[src/rtl/crc16n_pkg.sv]
package crc16n_pkg;

    localparam int CRC_W = 16;
    localparam int NIB_W = 4;

    typedef enum logic [1:0] {
        RUN_IDLE,
        RUN_WAIT,
        RUN_FOLD
    } run_state_e;

    // One 4-bit step of the shift/XOR recurrence.
    function automatic logic [CRC_W-1:0] fold_nibble(
        input logic [CRC_W-1:0] crc,
        input logic [NIB_W-1:0] nib
    );
        logic [NIB_W-1:0] s;
        logic [CRC_W-1:0] s_w;
        s   = crc[CRC_W-1 -: NIB_W] ^ nib;
        s_w = {{(CRC_W-NIB_W){1'b0}}, s};
        return (crc << NIB_W) ^ (s_w << 12) ^ (s_w << 5) ^ s_w;
    endfunction

endpackage

[src/rtl/crc16n_nib_shift.sv]
module crc16n_nib_shift
    import crc16n_pkg::*;
#(
    parameter int WORD_W = 32
) (
    input  logic              clk,
    input  logic              rst,
    input  logic              load,
    input  logic              shift,
    input  logic [WORD_W-1:0] word_in,
    output logic [NIB_W-1:0]  nib_out
);
    logic [WORD_W-1:0] hold_q;

    always_ff @(posedge clk) begin
        if (rst) begin
            hold_q <= '0;
        end else if (load) begin
            hold_q <= word_in;
        end else if (shift) begin
            hold_q <= hold_q << NIB_W;
        end
    end

    assign nib_out = hold_q[WORD_W-1 -: NIB_W];
endmodule

[src/rtl/crc16n_fold.sv]
module crc16n_fold
    import crc16n_pkg::*;
(
    input  logic             clk,
    input  logic             rst,
    input  logic             clear,
    input  logic             fold_en,
    input  logic [NIB_W-1:0] nib,
    output logic [CRC_W-1:0] crc
);
    logic [CRC_W-1:0] crc_q;

    always_ff @(posedge clk) begin
        if (rst || clear) begin
            crc_q <= '0;
        end else if (fold_en) begin
            crc_q <= fold_nibble(crc_q, nib);
        end
    end

    assign crc = crc_q;
endmodule

[src/rtl/crc16n_ctrl.sv]
module crc16n_ctrl
    import crc16n_pkg::*;
#(
    parameter int WORD_W = 32,
    parameter int LEN_W  = 16
) (
    input  logic             clk,
    input  logic             rst,
    input  logic             start,
    input  logic [LEN_W-1:0] word_count,
    input  logic             in_valid,
    output logic             in_ready,
    output logic             load,
    output logic             fold_en,
    output logic             done,
    output logic [LEN_W-1:0] run_len
);
    localparam int NIBS  = WORD_W / NIB_W;
    localparam int IDX_W = (NIBS > 1) ? $clog2(NIBS) : 1;
    localparam logic [IDX_W-1:0] LAST_IDX = IDX_W'(NIBS - 1);

    run_state_e       state_q;
    logic [LEN_W-1:0] remain_q;
    logic [LEN_W-1:0] len_q;
    logic [IDX_W-1:0] idx_q;
    logic             done_q;

    always_ff @(posedge clk) begin
        if (rst) begin
            state_q  <= RUN_IDLE;
            remain_q <= '0;
            len_q    <= '0;
            idx_q    <= '0;
            done_q   <= 1'b0;
        end else begin
            done_q <= 1'b0;
            if (start) begin
                len_q    <= word_count;
                remain_q <= word_count;
                idx_q    <= '0;
                if (word_count == '0) begin
                    state_q <= RUN_IDLE;
                    done_q  <= 1'b1;
                end else begin
                    state_q <= RUN_WAIT;
                end
            end else begin
                case (state_q)
                    RUN_WAIT: begin
                        if (in_valid) begin
                            state_q <= RUN_FOLD;
                            idx_q   <= '0;
                        end
                    end
                    RUN_FOLD: begin
                        idx_q <= idx_q + 1'b1;
                        if (idx_q == LAST_IDX) begin
                            remain_q <= remain_q - 1'b1;
                            if (remain_q == LEN_W'(1)) begin
                                state_q <= RUN_IDLE;
                                done_q  <= 1'b1;
                            end else begin
                                state_q <= RUN_WAIT;
                            end
                        end
                    end
                    default: state_q <= RUN_IDLE;
                endcase
            end
        end
    end

    assign in_ready = (state_q == RUN_WAIT);
    assign load     = in_ready && in_valid && !start;
    assign fold_en  = (state_q == RUN_FOLD) && !start;
    assign done     = done_q;
    assign run_len  = len_q;
endmodule

[src/rtl/crc16n_top.sv]
module crc16n_top
    import crc16n_pkg::*;
#(
    parameter int WORD_W = 32,
    parameter int LEN_W  = 16
) (
    input  logic                   clk,
    input  logic                   rst,
    input  logic                   start,
    input  logic [LEN_W-1:0]       word_count,
    input  logic                   in_valid,
    input  logic [WORD_W-1:0]      in_word,
    output logic                   in_ready,
    output logic                   done,
    output logic [CRC_W-1:0]       crc_out,
    output logic [LEN_W+CRC_W-1:0] header_word
);
    logic             load;
    logic             fold_en;
    logic [NIB_W-1:0] cur_nib;
    logic [LEN_W-1:0] run_len;

    crc16n_ctrl #(.WORD_W(WORD_W), .LEN_W(LEN_W)) u_ctrl (
        .clk       (clk),
        .rst       (rst),
        .start     (start),
        .word_count(word_count),
        .in_valid  (in_valid),
        .in_ready  (in_ready),
        .load      (load),
        .fold_en   (fold_en),
        .done      (done),
        .run_len   (run_len)
    );

    crc16n_nib_shift #(.WORD_W(WORD_W)) u_shift (
        .clk    (clk),
        .rst    (rst),
        .load   (load),
        .shift  (fold_en),
        .word_in(in_word),
        .nib_out(cur_nib)
    );

    crc16n_fold u_fold (
        .clk    (clk),
        .rst    (rst),
        .clear  (start),
        .fold_en(fold_en),
        .nib    (cur_nib),
        .crc    (crc_out)
    );

    assign header_word = {run_len, crc_out};
endmodule

[config.mk]
export PLATFORM = sky130hd
export DESIGN_NAME = crc16n_top
export DESIGN_NICKNAME = d
export VERILOG_FILES = /design/src/rtl/crc16n_pkg.sv /design/src/rtl/crc16n_nib_shift.sv /design/src/rtl/crc16n_fold.sv /design/src/rtl/crc16n_ctrl.sv /design/src/rtl/crc16n_top.sv
export SDC_FILE = /design/constraint.sdc
export NUM_CORES = 1
export LEC_CHECK = 0
export ABC_CLOCK_PERIOD_IN_PS = 5700
export BUFFER_PORTS_ARGS = -buffer_cell sky130_fd_sc_hd__buf_4
export CORE_MARGIN = 2
export CORE_UTILIZATION = 57
export DETAILED_ROUTE_END_ITERATION = 12
export PLACE_DENSITY = 0.84
export SLEW_MARGIN = 25
export SYNTH_ARGS = -nofsm -noshare
export SYNTH_HDL_FRONTEND = slang
export SYNTH_SLANG_ARGS = --single-unit
[constraint.sdc]
create_clock -name clk -period 5.7 [get_ports clk]
set_clock_uncertainty 0.2 [all_clocks]
set_input_delay 0.285 -clock clk [delete_from_list [all_inputs] [get_ports clk]]
set_output_delay 0.285 -clock clk [all_outputs]
set_load 0.02 [all_outputs]
==> results of run 1 <==
[cell usage after synthesis (3+ instances only)]
cell,number,area [µm²]
dfxtp_1,86,1720
nand2_1,81,304
nor2_1,68,255
a311oi_1,31,272
clkbuf_1,28,105
a21oi_1,20,100
mux2i_1,18,180
buf_4,16,120
xor2_1,13,114
nor4_1,11,68.8
or3_1,11,68.8
xnor2_1,9,78.8
a211oi_1,8,60.1
nand3_1,8,40.0
buf_1,7,26.3
o21ai_0,7,35.0
ha_1,6,75.1
inv_1,6,22.5
or4_1,4,30.0
a31oi_1,3,18.8
nand2b_1,3,18.8
nor3_1,3,15.0
o311ai_0,3,26.3
o31a_1,3,26.3
[worst max path at each step]
| stage | from | end | slack [ns] | cells past startpoint |
|---|---|---|---|---|
| 6_report | u_ctrl.state_q[1] | u_ctrl.remain_q[15] | 2.91 | 5 |
| 5_1_grt | u_ctrl.state_q[1] | u_ctrl.remain_q[15] | 2.76 | 5 |
| 4_1_cts | u_ctrl.state_q[0] | u_ctrl.remain_q[15] | 2.55 | 6 |
| 3_5_place_dp | u_ctrl.state_q[0] | u_ctrl.remain_q[15] | 2.60 | 6 |
| 3_3_place_gp | u_ctrl.state_q[0] | u_ctrl.remain_q[15] | 2.69 | 6 |
| 2_1_floorplan | u_ctrl.remain_q[0] | u_ctrl.remain_q[10] | 3.52 | 7 |
[routing by layer]
layer  part of all wire (%)  wire length (µm)  track usage [%]  vias to the layer above
li1                       -                 -                -                     1794
met1                     44              4180             32.6                     1707
met2                     48              4540             41.8                      120
met3                    5.7               536             4.74                       16
met4                    1.9               178             10.3                        0
met5                      0                 0                0                        -
[cells in the final DEF (no fill, tap or decap), types with 3 or more instances in the layout]
cell	n
buf_4	103
dfxtp_1	86
nand2_1	81
nor2_1	68
a311oi_1	31
a21oi_1	20
mux2i_1	18
dlygate4sd3_1	14
xor2_1	13
or3_1	11
nor4_1	11
clkbuf_8	11
xnor2_1	9
a211oi_1	8
o21ai_0	7
nand3_1	7
inv_1	6
ha_1	5
or4_1	4
nand2b_1	3
nor3_1	3
o31a_1	3
o311ai_0	3
a31oi_1	3
clkinv_4	3
[through the flow]
step / total power, mW / hold WS (ns) / cells / area [µm²]
5_1_grt: 1.23 / 0.0147 / 634 / 4900
6_report: 1.19 / 0.00853 / 634 / 4900
2_1_floorplan: 0.733 / 0.221 / 473 / 3940
3_5_place_dp: 0.791 / 0.256 / 604 / 4560
3_3_place_gp: 0.787 / 0.253 / 604 / 4560
4_1_cts: 1.19 / 0.00138 / 634 / 4890
[where the power goes]
| group | internal (mW) | total (mW) | switching (mW) | leakage [nW] |
|---|---|---|---|---|
| registers | 0.624 | 0.642 | 0.0177 | 0.702 |
| clock network | 0.184 | 0.401 | 0.217 | 0.0965 |
| logic | 0.0699 | 0.146 | 0.0763 | 1.17 |
[critical path: stages (launching register included)]
cell and delay [ns]:
dfxtp_1 0.37, ha_2 0.56, nand4bb_1 0.45, or3_1 0.46, or3_1 0.36, a311oi_1 0.28
[kinds of logic after synthesis]
kind of cell	synth area share, %
DFF	43.7
AOI/OAI and AO/OA	15.7
and+or+nand+nor	22.1
xor gates and xnor gates	4.89
adders and majority gates	1.91
muxes	4.57
buffers and inverters	7.08
[flip-flops by register name, summed over array words and instances (netlist names)]
signal           flops
u_fold.crc          16
u_ctrl.done          1
u_ctrl.run_len      16
u_ctrl.idx_q         3
u_shift.hold_q      32
u_ctrl.state_q       2
u_ctrl.remain_q     16
[area by class of cell]
class	count	area, µm²	share of cell area (%)
clock buffers	12	155	3.17
multi-input cells	329	1960	39.9
clock inverters	4	31.3	0.638
repair buffers	117	913	18.6
well taps	80	100	2.04
inverters	6	22.5	0.460
flip-flops and latches	86	1720	35.1
==> flow_metrics.py, run 1 <==
metrics = {
    "timing": {
        "maxClockFrequency_ghz": 0.359,
        "rsz0062_at_grt": "no",
        "final_clock_period_utilization_by_the_worst_path_pct": 48.9,
        "final-hold-violation-count": 0,
        "slew_violations": 0,
        "slew_headroom_pct": 39.5,
        "final_period_minus_worst_setup_slack_ns": 2.79,
        "finalSetupTns_ns": 0,
        "report.final.setup_viol": 0,
        "postLayoutSetupSlackWorst_ns": 2.91,
        "timing_worst_slew_pin_value_ns": 0.907,
    },
    "grt": {
        "grt_first_pass_wirelength_mm": 15.4,
        "grt_overflow": 0,
        "grt_usage_pct": 25.3,
        "initial_antenna_violation_count": 0,
        "number_of_global_route_vias_before_repair": 3319,
        "grt_start_max_net_pins": 71,
    },
    "setup_path": {
        "critical_path_class": "reg -> reg",
        "r2r_setup_slack_ns": 2.91,
        "worst-endpoint-required_ns": 5.76,
        "end_kind": "register",
        "category_of_the_worst_setup_path_launch_point": "register",
        "crit_arrival_ns": 2.85,
        "rr_worst_depth": 5,
        "crit_path_max_fanout": 25,
        "worst_r2r_endpoint": "u_ctrl.remain_q[15]",
        "rr_startpoint": "u_ctrl.state_q[1]",
    },
    "yosys": {
        "mappedNetlistArea_mm2": 0.00394,
        "synth.distinct_cells": 42,
        "yosysWarningCount": 0,
        "seq_area_frac_synth_pct": 43.7,
        "post_synth_edffs": 0,
        "postSynthAreaPerCell_um2": 8.33,
        "synthArstFlopShare_pct": 0,
        "cell_count_after_synthesis": 473,
        "postSynthRegisterBits": 86,
        "syn_nets": 531,
        "postSynth.topFlopCell": "dfxtp_1",
    },
    "pwr": {
        "power.static_leakage_nw": 1.97,
        "ir_drop_v": 0.000166,
        "powerDensity_mw_per_mm2": 243,
    },
    "hold_path": {
        "hold_depth": 3,
        "hold_path.class": "in -> reg",
        "hold_path.startpoint": "in_word[13]",
        "worstHoldEndpoint": "u_shift.hold_q[13]",
    },
    "finish": {
        "filler_cell_count": 521,
        "insertedDiodeCount": 0,
        "area_growth_pct": 24.4,
        "final_nets": 607,
        "drive_gt1_share_pct": 22.2,
        "final_util_pct": 72.5,
    },
    "floorplanning": {
        "placeableCoreArea_mm2": 0.00676,
        "fp.dieW_um": 87.1,
        "fp.dieArea_mm2": 0.00759,
        "die_h_um": 87.1,
        "count_of_boundary_i_o_pins": 102,
        "floorplan.rows": 30,
        "initial_utilization_pct": 58.3,
    },
    "clocking": {
        "number_of_buffers_between_clock_root_and_the_deepest_sink": 2,
        "worst_setup_hold_path_clk_slew_ns": 0.09,
        "clock_tree.htree_level_count": 3,
        "tritoncts.num_buffers": 9,
        "insertion_delay_ns": 0.36,
        "cts_repair_resize_count": 0,
        "root_buffer": "clkbuf_8",
        "clock_sinks": 86,
        "cts_post_setup_buffers_inserted": 0,
        "cts_tree": "done",
        "hold_buffers": 14,
    },
    "route": {
        "via_count": 3637,
        "viasPerCell": 5.74,
        "wire_per_inst_um": 14.9,
        "drt_drc_violations_left": 0,
        "drt_wl_total_mm": 9.43,
        "firstDrtPassIters": 4,
        "ant_nets": 0,
        "first_iter_violations": 200,
    },
    "placement": {
        "place_hpwl_mm": 6.24,
        "buffers_added_on_ports": 101,
        "dp_worst_setup_slack_ns": 2.60,
        "finalWeightedCongestion": 0.875,
    },
    "outcome": {
        "outcome": "finished, final reports clean",
    },
    "job": {
        "drv.max_cap_violation_count": 0,
    },
}
(Power assumes the default switching activity.)
==> inputs of run 2 (changes only) <==
--- a/config.mk
+++ b/config.mk
@@ -5,12 +5,13 @@
 export SDC_FILE = /design/constraint.sdc
 export NUM_CORES = 1
 export LEC_CHECK = 0
-export ABC_CLOCK_PERIOD_IN_PS = 5700
+export ABC_AREA = 1
+export ABC_CLOCK_PERIOD_IN_PS = 2300
 export BUFFER_PORTS_ARGS = -buffer_cell sky130_fd_sc_hd__buf_4
 export CORE_MARGIN = 2
-export CORE_UTILIZATION = 57
+export CORE_UTILIZATION = 48
 export DETAILED_ROUTE_END_ITERATION = 12
-export PLACE_DENSITY = 0.84
+export PLACE_DENSITY = 0.75
 export SLEW_MARGIN = 25
 export SYNTH_ARGS = -nofsm -noshare
 export SYNTH_HDL_FRONTEND = slang
==> constraint.sdc (replaced) <==
create_clock -name clk -period 2.3 [get_ports clk]
set_clock_uncertainty 0.2 [all_clocks]
set_input_delay 0.115 -clock clk [delete_from_list [all_inputs] [get_ports clk]]
set_output_delay 0.115 -clock clk [all_outputs]
set_load 0.02 [all_outputs]
==> flow_metrics.py, run 2 <==
metrics = {
    "setup_path": {
        "critical_path_class": "reg -> reg",
        "end_kind": "register",
        "worst-endpoint-required_ns": 2.35,
        "category_of_the_worst_setup_path_launch_point": "register",
        "crit_path_max_fanout": 39,
        "crit_arrival_ns": 2.23,
    },
    "yosys": {
        "post-synth-top-area-fraction_pct": 41.9,
        "mappedNetlistArea_mm2": 0.00411,
        "syn_nets": 638,
        "synthArstFlopShare_pct": 0,
        "cell_count_after_synthesis": 580,
        "synthDominantAreaCellType": "dfxtp_1",
        "yosys-top-cells-area": "dfxtp_1 (42%), nand2_1 (13%), o21ai_0 (6.9%), a21oi_1 (6.3%), inv_1 (5.2%)",
        "post-synth-top-count-cell": "nand2_1",
        "synthTopCellsByCount": "nand2_1 (141), dfxtp_1 (86), inv_1 (57), o21ai_0 (57), a21oi_1 (52)",
        "yosysWarningCount": 0,
        "postSynthRegisterBits": 86,
        "postSynthAreaPerCell_um2": 7.08,
        "synth.distinct_cells": 28,
        "postSynth.topFlopCell": "dfxtp_1",
        "seq_area_frac_synth_pct": 41.9,
        "post_synth_edffs": 0,
    },
    "pwr": {
        "seqPwrFrac_pct": 46.8,
        "intPower_mw": 2.54,
        "fin_total_pwr_mw": 3.38,
        "relative_contribution_of_combinational_cells_to_total_power_pct": 15.1,
        "power.switching_uw": 840,
        "power_frac_clock_pct": 38.1,
        "ir_drop_v": 0.000381,
        "switching_share_pct": 24.8,
        "powerDensity_mw_per_mm2": 591,
        "power.static_leakage_nw": 2.51,
    },
    "timing": {
        "slew_headroom_pct": 42.2,
        "maxClockFrequency_ghz": 0.459,
        "final_clock_period_utilization_by_the_worst_path_pct": 94.7,
        "final_period_minus_worst_setup_slack_ns": 2.18,
        "timing_worst_slew_pin_value_ns": 0.866,
        "finalSetupTns_ns": 0,
        "slew_violations": 0,
        "final-hold-violation-count": 0,
        "report.final.setup_viol": 0,
    },
    "placement": {
        "place_hpwl_mm": 7.27,
        "place_area_mm2": 0.00479,
        "finalWeightedCongestion": 0.889,
        "buffers_added_on_ports": 101,
    },
    "floorplanning": {
        "floorplan.rows": 33,
        "fp.dieArea_mm2": 0.00932,
        "placeableCoreArea_mm2": 0.00826,
        "fp.dieW_um": 96.5,
        "initial_utilization_pct": 49.8,
        "die_h_um": 96.5,
        "count_of_boundary_i_o_pins": 102,
    },
    "finish": {
        "post-route-cell-area_mm2": 0.00572,
        "registers.top_by_ff_count": "u_shift.hold_q",
        "final_cell_mix": "nand2_1 (141), buf_4 (109), dfxtp_1 (86)",
        "area_growth_pct": 39.1,
        "drive_gt1_share_pct": 19.0,
        "layout.cells.most_common": "nand2_1",
        "multi_input_comb_area_mm2": 0.00189,
        "insertedDiodeCount": 0,
        "final_nets": 781,
        "seqCellArea_mm2": 0.00172,
        "largest_register_ffs": 32,
        "filler_cell_count": 666,
    },
    "route": {
        "ant_nets": 0,
        "drt_wl_total_mm": 11.2,
        "firstDrtPassIters": 5,
        "drt_drc_violations_left": 0,
        "viasPerCell": 5.25,
        "wire_per_inst_um": 13.4,
        "via_count": 4370,
        "first_iter_violations": 197,
    },
    "clocking": {
        "cts_tree": "done",
        "tritoncts.num_buffers": 9,
        "cts_post_setup_buffers_inserted": 0,
        "number_of_buffers_between_clock_root_and_the_deepest_sink": 2,
        "clock_tree.htree_level_count": 3,
        "root_buffer": "clkbuf_8",
        "insertion_delay_ns": 0.36,
        "clock_sinks": 86,
        "worst_setup_hold_path_clk_slew_ns": 0.08,
    },
    "grt": {
        "grt_usage_pct": 24.9,
        "grt_overflow": 0,
        "grt_start_max_net_pins": 40,
        "grt_first_pass_wirelength_mm": 18.2,
        "initial_antenna_violation_count": 0,
        "number_of_global_route_vias_before_repair": 4101,
    },
    "outcome": {
        "outcome": "finished, final reports clean",
    },
    "hold_path": {
        "hold_path.class": "reg -> reg",
    },
    "job": {
        "drv.max_cap_violation_count": 0,
    },
}
## run 2: power by group through the flow
| stage | Combinational (mW) | Sequential [mW] | Clock [mW] |
|---|---|---|---|
| after global routing | 0.563 | 1.59 | 1.37 |
| final | 0.511 | 1.58 | 1.29 |
| after floorplan | 0.237 | 1.63 | 0 |
| after CTS | 0.501 | 1.58 | 1.31 |
| after detailed placement | 0.411 | 1.61 | 0 |
| after global placement | 0.408 | 1.61 | 0 |
## run 2: cell type report
type                       instances  area share, %
multi-input combinational        388           33.0
clock buffer                      10           2.41
sequential                        86           30.1
inverter                          61           4.03
timing repair buffer             177           26.2
clock inverter                     5           1.88
tap                              105           2.30
## run 2: final timing paths
| check | cells after the start | endpoint | slack (ns) | startpoint |
|---|---|---|---|---|
| setup reg to reg | 8 | u_shift.hold_q[1] | 0.12 | u_ctrl.state_q[1] |
| hold reg to reg | 2 | u_ctrl.run_len[0] | 0.27 | u_ctrl.run_len[0] |
| setup / recovery | 8 | u_shift.hold_q[1] | 0.12 | u_ctrl.state_q[1] |
| hold / removal | 2 | u_ctrl.run_len[0] | 0.27 | u_ctrl.run_len[0] |
## run 2: critical path: stages, from the launching register on
cell and delay [ns]:
dfxtp_1 0.36, inv_1 0.05, ha_1 0.25, nand3_2 0.12, buf_6 0.24, inv_1 0.15, nand2_1 0.08, a21oi_1 0.06
dlygate4sd3_1 0.55
## run 2: layer usage
| layer | routed length, µm | up-vias | GRT usage [%] |
|---|---|---|---|
| li1 | - | 2159 | - |
| met1 | 4690 | 2045 | 29.2 |
| met2 | 5670 | 148 | 44.8 |
| met3 | 601 | 18 | 4.34 |
| met4 | 208 | 0 | 10.4 |
| met5 | 0 | - | 0 |
## run 2: per-stage QoR
step | hold slack [ns] | utilization [%] | instances | worst slack (ns)
3_3_place_gp | 0.120 | 58.0 | 750 | 0.470
2_1_floorplan | 0.0629 | - | 580 | 0.711
6_report | 0.270 | 69.2 | 832 | 0.121
5_1_grt | 0.292 | 69.2 | 832 | -0.000129
4_1_cts | 0.269 | 69.1 | 832 | 0.0294
3_5_place_dp | 0.124 | 58.0 | 750 | 0.396
## run 2: cell families (layout without fill, tap and decap cells)
logic type                 count (synthesis)  after routing  synth area share (%)
xor gates and xnor gates                  11             11                  2.34
buffers and inverters                    106            253                  12.2
DFF                                       86             86                  41.9
adders and majority gates                  6              6                  1.83
and+or+nand+nor                          223            223                  22.5
AOI/OAI and AO/OA                        148            148                  19.2
## run 2: repair_timing
item	4_1_cts	5_1_grt
endpoints found under the hold margin	64	0
hold buffers	67	0
gates resized for setup	0	2
endpoints found under the setup margin	0	1
==> inputs of run 3 (changes only) <==
--- a/config.mk
+++ b/config.mk
@@ -6,12 +6,12 @@
 export NUM_CORES = 1
 export LEC_CHECK = 0
 export ABC_AREA = 1
-export ABC_CLOCK_PERIOD_IN_PS = 2300
+export ABC_CLOCK_PERIOD_IN_PS = 2750
 export BUFFER_PORTS_ARGS = -buffer_cell sky130_fd_sc_hd__buf_4
 export CORE_MARGIN = 2
-export CORE_UTILIZATION = 48
+export CORE_UTILIZATION = 57
 export DETAILED_ROUTE_END_ITERATION = 12
-export PLACE_DENSITY = 0.75
+export PLACE_DENSITY = 0.84
 export SLEW_MARGIN = 25
 export SYNTH_ARGS = -nofsm -noshare
 export SYNTH_HDL_FRONTEND = slang
==> constraint.sdc (replaced) <==
create_clock -name clk -period 2.75 [get_ports clk]
set_clock_uncertainty 0.2 [all_clocks]
set_input_delay 0.55 -clock clk [delete_from_list [all_inputs] [get_ports clk]]
set_output_delay 0.55 -clock clk [all_outputs]
set_load 0.02 [all_outputs]
==> flow_metrics.py, run 3 (same netlist as run 2, synthesis figures left out) <==
metrics = {
    "clocking": {
        "root_buffer": "clkbuf_8",
        "cts_post_setup_buffers_inserted": 0,
        "cts_tree": "done",
        "hold_buffers": 0,
        "insertion_delay_ns": 0.36,
        "cts_repair_resize_count": 0,
        "clock_sinks": 86,
        "tritoncts.num_buffers": 9,
        "number_of_buffers_between_clock_root_and_the_deepest_sink": 2,
        "worst_setup_hold_path_clk_slew_ns": 0.09,
        "clock_tree.htree_level_count": 3,
    },
    "timing": {
        "slew_headroom_pct": 47.6,
        "finalSetupTns_ns": 0,
        "hold_slack_ns": 0.261,
        "slew_violations": 0,
        "rsz0062_at_grt": "no",
        "report.final.setup_viol": 0,
        "timing_worst_slew_pin_value_ns": 0.786,
        "final_clock_period_utilization_by_the_worst_path_pct": 80.3,
        "maxClockFrequency_ghz": 0.453,
        "final-hold-violation-count": 0,
        "final_period_minus_worst_setup_slack_ns": 2.21,
    },
    "finish": {
        "final_nets": 709,
        "largest_register_ffs": 32,
        "area_growth_pct": 20.5,
        "final_util_pct": 72.1,
        "layout.cells.most_common": "nand2_1",
        "drive_gt1_share_pct": 20.2,
        "final_cell_mix": "nand2_1 (141), buf_4 (104), dfxtp_1 (86)",
        "insertedDiodeCount": 0,
        "filler_cell_count": 585,
        "post-route-cell-area_mm2": 0.00495,
        "layoutNonFillerInstCount": 751,
        "registers.top_by_ff_count": "u_shift.hold_q",
    },
    "placement": {
        "finalWeightedCongestion": 0.943,
        "buffers_added_on_ports": 101,
        "place_hpwl_mm": 7.02,
        "numPlacedInstances": 736,
        "place_area_mm2": 0.00476,
    },
    "pwr": {
        "relative_contribution_of_combinational_cells_to_total_power_pct": 13.5,
        "seqPwrFrac_pct": 51.7,
        "power.switching_uw": 702,
        "power.static_leakage_nw": 2.20,
        "power_frac_clock_pct": 34.8,
        "powerDensity_mw_per_mm2": 517,
        "intPower_mw": 1.86,
        "ir_drop_v": 0.000454,
        "switching_share_pct": 27.4,
    },
    "setup_path": {
        "path_delay_family": "buffers and inverters",
        "crit_path_cell_trace": "inv_1 > ha_1 > nand2_2 > buf_4 > o21ai_0 > a21oi_1 > nand2_1 > nand2_1 > inv_1",
        "worst_setup_path_startpoint": "u_ctrl.state_q[0]",
        "cpMaxStageDelayCell": "buf_4",
        "timing.critical_path.depth": 9,
        "worst_r2r_endpoint": "u_ctrl.state_q[0]",
        "rr_startpoint": "u_ctrl.state_q[0]",
        "critical_path_class": "reg -> reg",
        "cp.buffers_inverters": 3,
        "end_kind": "register",
        "worst-endpoint-required_ns": 2.82,
        "rr_worst_depth": 9,
        "r2r_setup_slack_ns": 0.54,
        "crit_arrival_ns": 2.28,
        "category_of_the_worst_setup_path_launch_point": "register",
        "crit_end": "u_ctrl.state_q[0]",
        "crit_path_max_fanout": 48,
        "max_stage_delay_ns": 0.41,
    },
    "route": {
        "drt_drc_violations_left": 0,
        "uppermost_signal_routing_layer_after_detailed_routing": "met4",
        "ant_nets": 0,
        "wire_per_inst_um": 13.2,
        "firstDrtPassIters": 5,
        "via_count": 3982,
        "routedLengthMet1_mm": 4.13,
        "detailroute.wirelength.met3_um": 571,
        "met2_length_mm": 5.06,
        "viasPerCell": 5.30,
        "drt_wl_total_mm": 9.92,
        "first_iter_violations": 179,
    },
    "floorplanning": {
        "floorplan.rows": 30,
        "fp.dieW_um": 88.9,
        "placeableCoreArea_mm2": 0.00687,
        "fp.dieArea_mm2": 0.00790,
        "die_h_um": 88.9,
        "count_of_boundary_i_o_pins": 102,
        "initial_utilization_pct": 59.8,
    },
    "grt": {
        "grt_usage_pct": 26.1,
        "initial_antenna_violation_count": 0,
        "grt_first_pass_wirelength_mm": 16.2,
        "number_of_global_route_vias_before_repair": 3713,
        "grt_start_max_net_pins": 49,
        "grt_overflow": 0,
    },
    "job": {
        "drv.max_cap_violation_count": 0,
    },
    "outcome": {
        "outcome": "finished, final reports clean",
    },
    "hold_path": {
        "hold_path.class": "in -> reg",
    },
}
[run 3: area by class of cell]
| cell class | count | area (µm²) | area share (%) |
|---|---|---|---|
| tap | 96 | 120 | 2.43 |
| multi-input combinational | 388 | 1880 | 38.0 |
| clock buffer | 9 | 124 | 2.50 |
| inverter | 61 | 230 | 4.65 |
| timing repair buffer | 105 | 801 | 16.2 |
| clock inverter | 6 | 71.3 | 1.44 |
| sequential | 86 | 1720 | 34.8 |
[run 3: power groups by stage]
stage                     Clock [mW]  Sequential [mW]  Combinational (mW)
final                          0.891             1.32               0.346
after global routing           0.957             1.33               0.383
after CTS                      0.903             1.32               0.344
after detailed placement           0             1.35               0.343
after global placement             0             1.35               0.332
after floorplan                    0             1.36               0.198
[run 3: worst min-delay path by stage]
stage	start	depth (start not counted)	end
2_1_floorplan	u_ctrl.idx_q[0]	2	u_ctrl.idx_q[0]
3_3_place_gp	u_ctrl.run_len[14]	2	u_ctrl.run_len[14]
3_5_place_dp	u_ctrl.run_len[10]	2	u_ctrl.run_len[10]
4_1_cts	in_word[0]	3	u_shift.hold_q[0]
5_1_grt	in_word[1]	3	u_shift.hold_q[1]
6_report	in_word[2]	3	u_shift.hold_q[2]
[run 3: worst reg2reg max path: stages, from the launching register on]
cell	delay, ns
dfxtp_1	0.34
inv_1	0.06
ha_1	0.36
nand2_2	0.15
buf_4	0.41
o21ai_0	0.25
a21oi_1	0.18
nand2_1	0.07
nand2_1	0.06
inv_1	0.03
[run 3: per-layer routing]
layer  global-route usage [%]  up-vias
li1                         -     2014
met1                     29.8     1831
met2                     45.9      124
met3                     6.65       13
met4                     11.4        0
met5                        0        -
[run 3: through the flow]
stage / power (mW) / setup slack (ns)
after floorplan: 1.56 / 1.16
after global placement: 1.68 / 0.607
after detailed placement: 1.69 / 0.524
after CTS: 2.57 / 0.545
after global routing: 2.67 / 0.355
final: 2.56 / 0.542
